$ cat src/rtl/erf_pkg.sv
package erf_pkg;

    typedef enum logic [1:0] {
        EP_EMPTY = 2'd0,
        EP_TRACK = 2'd1,
        EP_WIPE  = 2'd2
    } epoch_state_e;

endpackage

$ cat src/rtl/erf_hash.sv
module erf_hash #(
    parameter int ADDR_W = 32,
    parameter int IDX_W  = 8
) (
    input  logic [ADDR_W-1:0] addr,
    output logic [IDX_W-1:0]  idx_a,
    output logic [IDX_W-1:0]  idx_b
);
    localparam int NCH  = (ADDR_W + IDX_W - 1) / IDX_W;
    localparam int PADW = NCH * IDX_W;
    localparam int ROT  = IDX_W / 2;

    logic [ADDR_W-1:0] rot_addr;
    logic [PADW-1:0]   pad_a;
    logic [PADW-1:0]   pad_b;

    // rotate right by half an index width so the second fold mixes other bit pairs
    assign rot_addr = {addr[ROT-1:0], addr[ADDR_W-1:ROT]};
    assign pad_a    = PADW'(addr);
    assign pad_b    = PADW'(rot_addr);

    logic [NCH:0][IDX_W-1:0] acc_a;
    logic [NCH:0][IDX_W-1:0] acc_b;

    assign acc_a[0] = '0;
    assign acc_b[0] = '0;

    for (genvar k = 0; k < NCH; k++) begin : g_fold
        assign acc_a[k+1] = acc_a[k] ^ pad_a[k*IDX_W +: IDX_W];
        assign acc_b[k+1] = acc_b[k] ^ pad_b[k*IDX_W +: IDX_W];
    end

    assign idx_a = acc_a[NCH];
    assign idx_b = acc_b[NCH];

endmodule

$ cat src/rtl/erf_bitvec.sv
module erf_bitvec #(
    parameter int IDX_W = 8
) (
    input  logic             clk,
    input  logic             rst_n,
    input  logic             wipe,
    input  logic             set_en,
    input  logic [IDX_W-1:0] set_a,
    input  logic [IDX_W-1:0] set_b,
    input  logic [IDX_W-1:0] rd_a,
    input  logic [IDX_W-1:0] rd_b,
    output logic             hit
);
    localparam int NBITS = 1 << IDX_W;

    logic [NBITS-1:0] bits_q;
    logic [NBITS-1:0] bits_d;

    // per-bit next value: a wipe drops old contents, a set in the same cycle survives
    for (genvar i = 0; i < NBITS; i++) begin : g_bit
        assign bits_d[i] = (bits_q[i] & ~wipe)
                         | (set_en & ((set_a == IDX_W'(i)) | (set_b == IDX_W'(i))));
    end

    always_ff @(posedge clk) begin
        if (!rst_n) begin
            bits_q <= '0;
        end else begin
            bits_q <= bits_d;
        end
    end

    // lookup reads the registered vector: state at the start of the cycle
    assign hit = bits_q[rd_a] & bits_q[rd_b];

    a_r2_set_marks: assert property (@(posedge clk) disable iff (!rst_n)
        set_en |=> (bits_q[$past(set_a)] && bits_q[$past(set_b)]));

    a_r5_wipe_empties: assert property (@(posedge clk) disable iff (!rst_n)
        (wipe && !set_en) |=> (bits_q == '0));

    a_r9_idle_holds: assert property (@(posedge clk) disable iff (!rst_n)
        (!wipe && !set_en) |=> $stable(bits_q));

endmodule

$ cat src/rtl/erf_epoch_ctrl.sv
module erf_epoch_ctrl
    import erf_pkg::*;
#(
    parameter int BLOCK_LIMIT = 1024,
    parameter bit DUAL_CLEAR  = 1'b0
) (
    input  logic clk,
    input  logic rst_n,
    input  logic ins_valid,
    input  logic hit_event,
    output logic wipe
);
    localparam int CNT_W = $clog2(BLOCK_LIMIT + 1);
    localparam logic [CNT_W-1:0] LIM = CNT_W'(BLOCK_LIMIT);

    epoch_state_e state_q, state_d;
    logic [CNT_W-1:0] ins_cnt_q, ins_cnt_d;
    logic [CNT_W-1:0] hi_cnt_q, hi_cnt_d;
    logic             limit_hit;

    // counter next values
    always_comb begin
        if (state_q == EP_WIPE) begin
            ins_cnt_d = ins_valid ? CNT_W'(1) : '0;
            hi_cnt_d  = '0;
        end else begin
            ins_cnt_d = ins_cnt_q + CNT_W'(ins_valid);
            hi_cnt_d  = hi_cnt_q + CNT_W'(hit_event);
        end
        limit_hit = (ins_cnt_d == LIM) || (DUAL_CLEAR && (hi_cnt_d == LIM));
    end

    // next-state decode
    always_comb begin
        state_d = state_q;
        unique case (state_q)
            EP_EMPTY: begin
                if (limit_hit)      state_d = EP_WIPE;
                else if (ins_valid) state_d = EP_TRACK;
            end
            EP_TRACK: begin
                if (limit_hit)      state_d = EP_WIPE;
            end
            EP_WIPE: begin
                if (limit_hit)      state_d = EP_WIPE;
                else if (ins_valid) state_d = EP_TRACK;
                else                state_d = EP_EMPTY;
            end
            default:                state_d = EP_EMPTY;
        endcase
    end

    // state register
    always_ff @(posedge clk) begin
        if (!rst_n) begin
            state_q <= EP_EMPTY;
        end else begin
            state_q <= state_d;
        end
    end

    // counter registers
    always_ff @(posedge clk) begin
        if (!rst_n) begin
            ins_cnt_q <= '0;
            hi_cnt_q  <= '0;
        end else begin
            ins_cnt_q <= ins_cnt_d;
            hi_cnt_q  <= hi_cnt_d;
        end
    end

    // outputs
    always_comb begin
        wipe = (state_q == EP_WIPE);
    end

    a_r5_count_bound: assert property (@(posedge clk) disable iff (!rst_n)
        ins_cnt_q <= LIM);

    a_r5_limit_wipes: assert property (@(posedge clk) disable iff (!rst_n)
        (ins_cnt_q == LIM) |-> (state_q == EP_WIPE));

    a_r7_wipe_reload: assert property (@(posedge clk) disable iff (!rst_n)
        ((state_q == EP_WIPE) && ins_valid) |=> (ins_cnt_q == CNT_W'(1)));

    a_r4_test_no_count: assert property (@(posedge clk) disable iff (!rst_n)
        (!ins_valid && (state_q != EP_WIPE)) |=> $stable(ins_cnt_q));

    a_r1_empty_zero: assert property (@(posedge clk) disable iff (!rst_n)
        (state_q == EP_EMPTY) |-> (ins_cnt_q == '0));

endmodule

$ cat src/rtl/evict_reuse_filter.sv
module evict_reuse_filter #(
    parameter int ADDR_W      = 32,
    parameter int IDX_W       = 8,
    parameter int BLOCK_LIMIT = 1024,
    parameter bit DUAL_CLEAR  = 1'b0
) (
    input  logic              clk,
    input  logic              rst_n,
    input  logic              ins_valid,
    input  logic [ADDR_W-1:0] ins_addr,
    input  logic              tst_valid,
    input  logic [ADDR_W-1:0] tst_addr,
    output logic              pred_valid,
    output logic              pred_reuse
);
    logic [IDX_W-1:0] ins_a, ins_b, tst_a, tst_b;
    logic             hit, wipe;

    erf_hash #(.ADDR_W(ADDR_W), .IDX_W(IDX_W)) u_hash_ins (
        .addr  (ins_addr),
        .idx_a (ins_a),
        .idx_b (ins_b)
    );

    erf_hash #(.ADDR_W(ADDR_W), .IDX_W(IDX_W)) u_hash_tst (
        .addr  (tst_addr),
        .idx_a (tst_a),
        .idx_b (tst_b)
    );

    erf_bitvec #(.IDX_W(IDX_W)) u_vec (
        .clk    (clk),
        .rst_n  (rst_n),
        .wipe   (wipe),
        .set_en (ins_valid),
        .set_a  (ins_a),
        .set_b  (ins_b),
        .rd_a   (tst_a),
        .rd_b   (tst_b),
        .hit    (hit)
    );

    erf_epoch_ctrl #(.BLOCK_LIMIT(BLOCK_LIMIT), .DUAL_CLEAR(DUAL_CLEAR)) u_ctrl (
        .clk       (clk),
        .rst_n     (rst_n),
        .ins_valid (ins_valid),
        .hit_event (tst_valid & hit),
        .wipe      (wipe)
    );

    always_ff @(posedge clk) begin
        if (!rst_n) begin
            pred_valid <= 1'b0;
            pred_reuse <= 1'b0;
        end else begin
            pred_valid <= tst_valid;
            pred_reuse <= tst_valid & hit;
        end
    end

    a_r3_pred_follows: assert property (@(posedge clk) disable iff (!rst_n)
        tst_valid |=> pred_valid);

    a_r3_pred_quiet: assert property (@(posedge clk) disable iff (!rst_n)
        !tst_valid |=> (!pred_valid && !pred_reuse));

    a_r3_reuse_needs_valid: assert property (@(posedge clk) disable iff (!rst_n)
        pred_reuse |-> pred_valid);

endmodule

$ cat config.mk
export PLATFORM = sky130hd
export DESIGN_NAME = evict_reuse_filter
export DESIGN_NICKNAME = d
export VERILOG_FILES = /design/src/rtl/erf_pkg.sv /design/src/rtl/erf_hash.sv /design/src/rtl/erf_bitvec.sv /design/src/rtl/erf_epoch_ctrl.sv /design/src/rtl/evict_reuse_filter.sv
export SDC_FILE = /design/constraint.sdc
export NUM_CORES = 1
export LEC_CHECK = 0
export ABC_CLOCK_PERIOD_IN_PS = 3350
export BUFFER_PORTS_ARGS = -buffer_cell sky130_fd_sc_hd__buf_4
export CAP_MARGIN = 25
export CELL_PAD_IN_SITES_DETAIL_PLACEMENT = 1
export CELL_PAD_IN_SITES_GLOBAL_PLACEMENT = 1
export CORE_MARGIN = 5
export CORE_UTILIZATION = 36
export CTS_CLUSTER_SIZE = 28
export DETAILED_ROUTE_END_ITERATION = 6
export PLACE_DENSITY = 0.63
export SLEW_MARGIN = 0
export SYNTH_ARGS = -nofsm -noshare
export SYNTH_HDL_FRONTEND = slang
export SYNTH_SLANG_ARGS = --single-unit
$ cat constraint.sdc
create_clock -name clk -period 3.35 [get_ports clk]
set_input_delay 0.1675 -clock clk [delete_from_list [all_inputs] [get_ports clk]]
set_output_delay 0.1675 -clock clk [all_outputs]
set_load 0.03 [all_outputs]
# Yosys cells after proc, flatten, opt, wreduce, memory -nomap -nowiden
# Index checks and enable logic that the tools add are counted.
# word_totals
register_bits,271
in_bits,68
output_inout_bits,2
# op_classes
n_addsub,1
order_cmp,2
n_eq_ne,515
n_mux,12
bitwise_logic,1039
n_reduce_logical,4
# ops
operator,n
$eq 8x8->1 const B,256
$eq 8x7->1 const B,128
$and 1x1->1,514
$eq 8x6->1 const B,64
$or 1x1->1,512
$eq 8x5->1 const B,32
$eq 8x4->1 const B,16
$xor 8x8->8,12
$eq 8x3->1 const B,8
$eq 8x2->1 const B,4
$lt 8x9->1 const B,2
$bmux 1 s8,2
$eq 8x1->1 const B,2
$logic_not 8->1,2
$add 11x1->11,1
$eq 11x11->1 const B,1
$mux 11,1
$mux 2,4
$pmux 2 s3,1
$mux 1,4
$ne 3x2->1 const B,1
$eq 2x1->1 const B,1
$eq 2x2->1 const B,1
$logic_not 2->1,1
other kinds (3),3

# Logic depth before layout (Yosys ltp)
# depth
ltp_word,7
ltp_mapped,12
ltp_nobuf,9

# Hierarchy
# A second synthesis with hierarchy kept.
# unflattened
cells_unflattened,2043
hier_area_um2,17888.4
# modules_own_cells
mod,n_inst,cells_each,area_each_um2,seq_area_each_um2
erf_bitvec,1,1901,16628.4,5124.9
erf_epoch_ctrl,1,73,649.4,260.2
erf_hash,2,32,275.3,0.0
evict_reuse_filter,1,5,60.1,40.0

# Worst setup path before layout
# Ideal clock, no wire load.
# synth_timing
kind,input -> register
from,input tst_addr[16]
to,register pred_reuse
setup_ns,0.126
arrival_time_ns,2.423
required_ns,3.224
path_slack_ns,0.801
path_stages,8
path_cell_list,xor2_2 -> xnor2_2 -> buf_6 -> mux4_1 -> mux4_2 -> a211oi_1 -> a211o_1 -> a32oi_1
# synth_between
elab_chain_len,7
elab_cells_between_ends,11
classes_between,4 x mux; 7 x bitwise
# synth_rtl
element,line,source
from (decl),evict_reuse_filter.sv:12,"input logic [ADDR_W-1:0] tst_addr,"
$xor 8x8->8 (3 in a row),erf_hash.sv:30,assign acc_b[k+1] = acc_b[k] ^ pad_b[k*IDX_W +: IDX_W];
$bmux 1 s8,erf_bitvec.sv:34,assign hit = bits_q[rd_a] & bits_q[rd_b];
$mux 1 (implied by the code),erf_bitvec.sv:34,
$and 1x1->1 *,erf_bitvec.sv:34,
$and 1x1->1 *,evict_reuse_filter.sv:57,pred_reuse <= tst_valid & hit;
to (signal assigned),evict_reuse_filter.sv:57,
to (decl),evict_reuse_filter.sv:14,output logic pred_reuse
# Mark *: on every way between the ends. The rest lies on a longest branch, timed or not. The select of a mux whose other input is x is not followed.
# A chain may end at the register's enable or synchronous reset.

# Worst setup path after layout
# Same ends and word-level chain as after synthesis.

==> out/metrics.csv <==
stage,metric,value,unit
run_status,status,"complete, no violations",
pwr,Pleak,6.03,nW
timing,relative slew slack,0.300,
setup_path,CP max FO,23,
clock_network,Num CTS Buffers,34,
yosys,"EDFF count, synth",0,
yosys,most frequent cell after synthesis,nand2_1,
clock_network,CTS Root Cell,clkbuf_16,
yosys,sequential share of the synthesized area,0.362,
floorplan,die footprint,45800,µm²
final_layout,Antenna diodes,0,
yosys,"area leader, netlist",dfxtp_1,
global_route,vias in the first global route,13830,
yosys,"Top FF cell, synth",dfxtp_1,
global_route,antenna violations before repair,0,
setup_path,crit end category,flip-flop,
final_layout,share of cells above drive strength 1,0.183,
timing,Setup-failing EPs final,0,
timing,final setup TNS,0,ns
pwr,sequential share of power,0.348,
placement,dpl hpwl,38.5,mm
floorplan,# IOs,70,
yosys,post-synth net total,1647,
pwr,Psw,2.93,mW
timing,pins over their slew limit,0,
setup_path,crit start category,input port,
final_layout,FF+latch area,5430,µm²
floorplan,core area,41000,µm²
clock_network,H-tree depth,2,
yosys,synth unique cells,43,
global_route,Tot GR Track Use,0.244,
timing,fin crit period,2.71,ns
route,Via density,6.17,
global_route,global route overflow,0,
floorplan,Site Rows,74,
clock_network,clk buf depth,3,
yosys,synthesized instance count,1577,
placement,I/O Buffers,69,
pwr,Pwr Density,540,nW/µm²
global_route,first-pass GRT wire length,87.0,mm
pwr,Comb power frac,0.237,
clock_network,"Clk Latency, worst-skew pair",0.54,ns
yosys,Post-Syn Area,15000,µm²
timing,endpoints failing hold,0,
setup_path,Worst Setup EP,pred_reuse$_SDFF_PN0_,
route,routed wire length,57.7,mm
setup_path,RR Startpoint,u_vec.bits_q[17]$_SDFF_PN0_,
timing,Achievable Freq,0.368,GHz
setup_path,reg2reg end,pred_reuse$_SDFF_PN0_,
floorplan,Die Wd,214,µm
yosys,synth warn,0,
setup_path,Critical Path Source,tst_addr[16],
final_layout,Fillers,4579,
setup_path,CP Class,in -> reg,
yosys,share of the synthesized area in the top cell type,0.362,
route,starting DRC count in detailed routing,1185,
yosys,Synth Register Bits,271,
clock_network,Worst-path clk slew,0.06,ns
final_layout,Final Net Count,1705,
global_route,largest net degree at the start of global routing,263,
yosys,Syn Area/Cell,9.50,µm²
setup_path,Worst Reg-to-Reg Cells,8,
yosys,top post-synthesis cells by area,"dfxtp_1 36%, mux4_2 13%, a21boi_0 12%",
floorplan,die height,214,µm
clock_network,# clock sinks,271,
yosys,Synth top cells by count,"339 x nand2_1, 271 x dfxtp_1, 241 x a21boi_0",
clock_network,CTS tree,done,
pwr,Clk network pwr share,0.414,
pwr,VDD IR max,0.284,mV
route,drt first pass iters,6,
job,Max-Cap Viols,0,
final_layout,Area Growth Syn to Fin,17.9,%
timing,RSZ-0062 raised after global routing,no,
timing,fin crit share,0.810,
route,DRT antenna net count,0,
floorplan,Initial Util,0.365,
pwr,cell-internal power,6.61,mW
setup_path,CP arrival,3.13,ns
route,DRC Markers,0,
route,routed length per instance,26.3,µm
route,vias,13525,
placement,global placer's final weighted congestion,0.923,
yosys,ys async rst share,0,
min_path,Hold Crit Class,in -> reg,
timing,clk_skew,0.0131,ns
final_layout,Multi-input gate area,9020,µm²
pwr,Switching Share,0.307,
timing,Tightest Pin Transition,1.05,ns
setup_path,r2r setup slk,1.08,ns
pwr,Tot Pwr,9.54,mW
setup_path,Worst EP required,3.77,ns
[sequential cells by signal, indices dropped and copies added (netlist names)]
name / cells
pred_reuse: 1
pred_valid: 1
u_vec.bits_q: 256
u_ctrl.ins_cnt_q: 11
u_ctrl.state_q: 2
[stage by stage]
step | std cells | hold slack (ns) | utilization | setup slack [ns] | area (µm²)
after floorplan | 1577 | 0.315 | - | 0.801 | 15000
final | 2191 | 0.158 | 0.430 | 0.636 | 17700
after detailed placement | 2127 | 0.470 | 0.400 | 0.107 | 16400
after CTS | 2190 | 0.130 | 0.430 | 0.678 | 17600
after global placement | 2126 | 0.464 | 0.399 | 0.245 | 16400
after global routing | 2191 | 0.168 | 0.430 | 0.516 | 17700
[layer usage]
layer,vias up,track usage,share of wire
met5,-,0,0
met4,0,0.0737,0.031
met3,107,0.0528,0.078
met2,581,0.397,0.46
met1,6884,0.327,0.43
li1,5953,-,-
[worst min-delay path by stage]
stage                                       from                           end  slack, ns  cells past startpoint
finish                                     rst_n         pred_reuse$_SDFF_PN0_       0.16                      4
global route                               rst_n         pred_reuse$_SDFF_PN0_       0.17                      4
CTS                                        rst_n         pred_reuse$_SDFF_PN0_       0.13                      4
detailed placement   u_vec.bits_q[45]$_SDFF_PN0_   u_vec.bits_q[45]$_SDFF_PN0_       0.47                      2
global placement    u_vec.bits_q[195]$_SDFF_PN0_  u_vec.bits_q[195]$_SDFF_PN0_       0.46                      2
floorplan                              tst_valid         pred_valid$_SDFF_PN0_       0.31                      2
[power by group through the flow]
| stage | registers, mW | clock network [mW] | logic [mW] |
|---|---|---|---|
| floorplan | 3.37 | 0 | 1.31 |
| global placement | 3.39 | 0 | 2.18 |
| detailed placement | 3.39 | 0 | 2.20 |
| CTS | 3.32 | 4.02 | 2.22 |
| global route | 3.33 | 4.16 | 2.37 |
| finish | 3.32 | 3.95 | 2.26 |
[layout make-up]
type,count,area share
well taps,532,0.0377
repair buffers,155,0.0748
flip-flops and latches,271,0.307
multi-input cells,1170,0.511
clock buffers,51,0.0600
inverters,3,0.000638
clock inverters,9,0.00836
[cell families after synthesis]
group | after synthesis | synth area share
simple gates | 526 | 0.147
mux | 120 | 0.182
fa+ha+maj | 2 | 0.00167
buf+inv | 136 | 0.0404
flops | 271 | 0.362
compound gates | 449 | 0.222
xor+xnor | 73 | 0.0447
[critical path: stages]
cell	delay, ns
buf_4	0.12
xor2_2	0.33
xnor2_4	0.17
buf_12	0.24
buf_4	0.29
mux4_2	0.57
a22oi_1	0.21
nand2_1	0.08
o311ai_0	0.51
buf_4	0.21
a211o_1	0.11
a32oi_1	0.09
[cells in the final DEF, fill, tap and decap left out, types with 4 or more instances in the layout]
cell,synthesis,routed
a211o_1,4,4
a21boi_0,241,241
a21oi_1,10,10
a22oi_1,132,132
a32oi_1,9,9
and2_1,6,6
and3_1,5,5
buf_12,2,11
buf_4,5,139
bufinv_16,0,4
clkbuf_1,113,6
clkbuf_16,0,37
clkbuf_8,1,8
clkinv_2,0,4
dfxtp_1,271,271
mux2i_1,6,6
mux4_1,28,28
mux4_2,85,85
nand2_1,339,339
nand3_1,52,52
nand4_1,26,26
nor2_1,70,70
nor2b_1,16,16
nor4_1,9,9
o2111ai_1,4,4
o211ai_1,4,4
o22ai_1,32,32
xnor2_1,32,28
xnor2_2,3,5
xor2_1,37,35
[repair_timing]
item / 4_1_cts / 5_1_grt
endpoints found under the hold margin: 2 / 0
hold buffers: 3 / 0
buffers inserted: 0 / 0
gates resized for setup: 0 / 0
(Power assumes the default switching activity.)
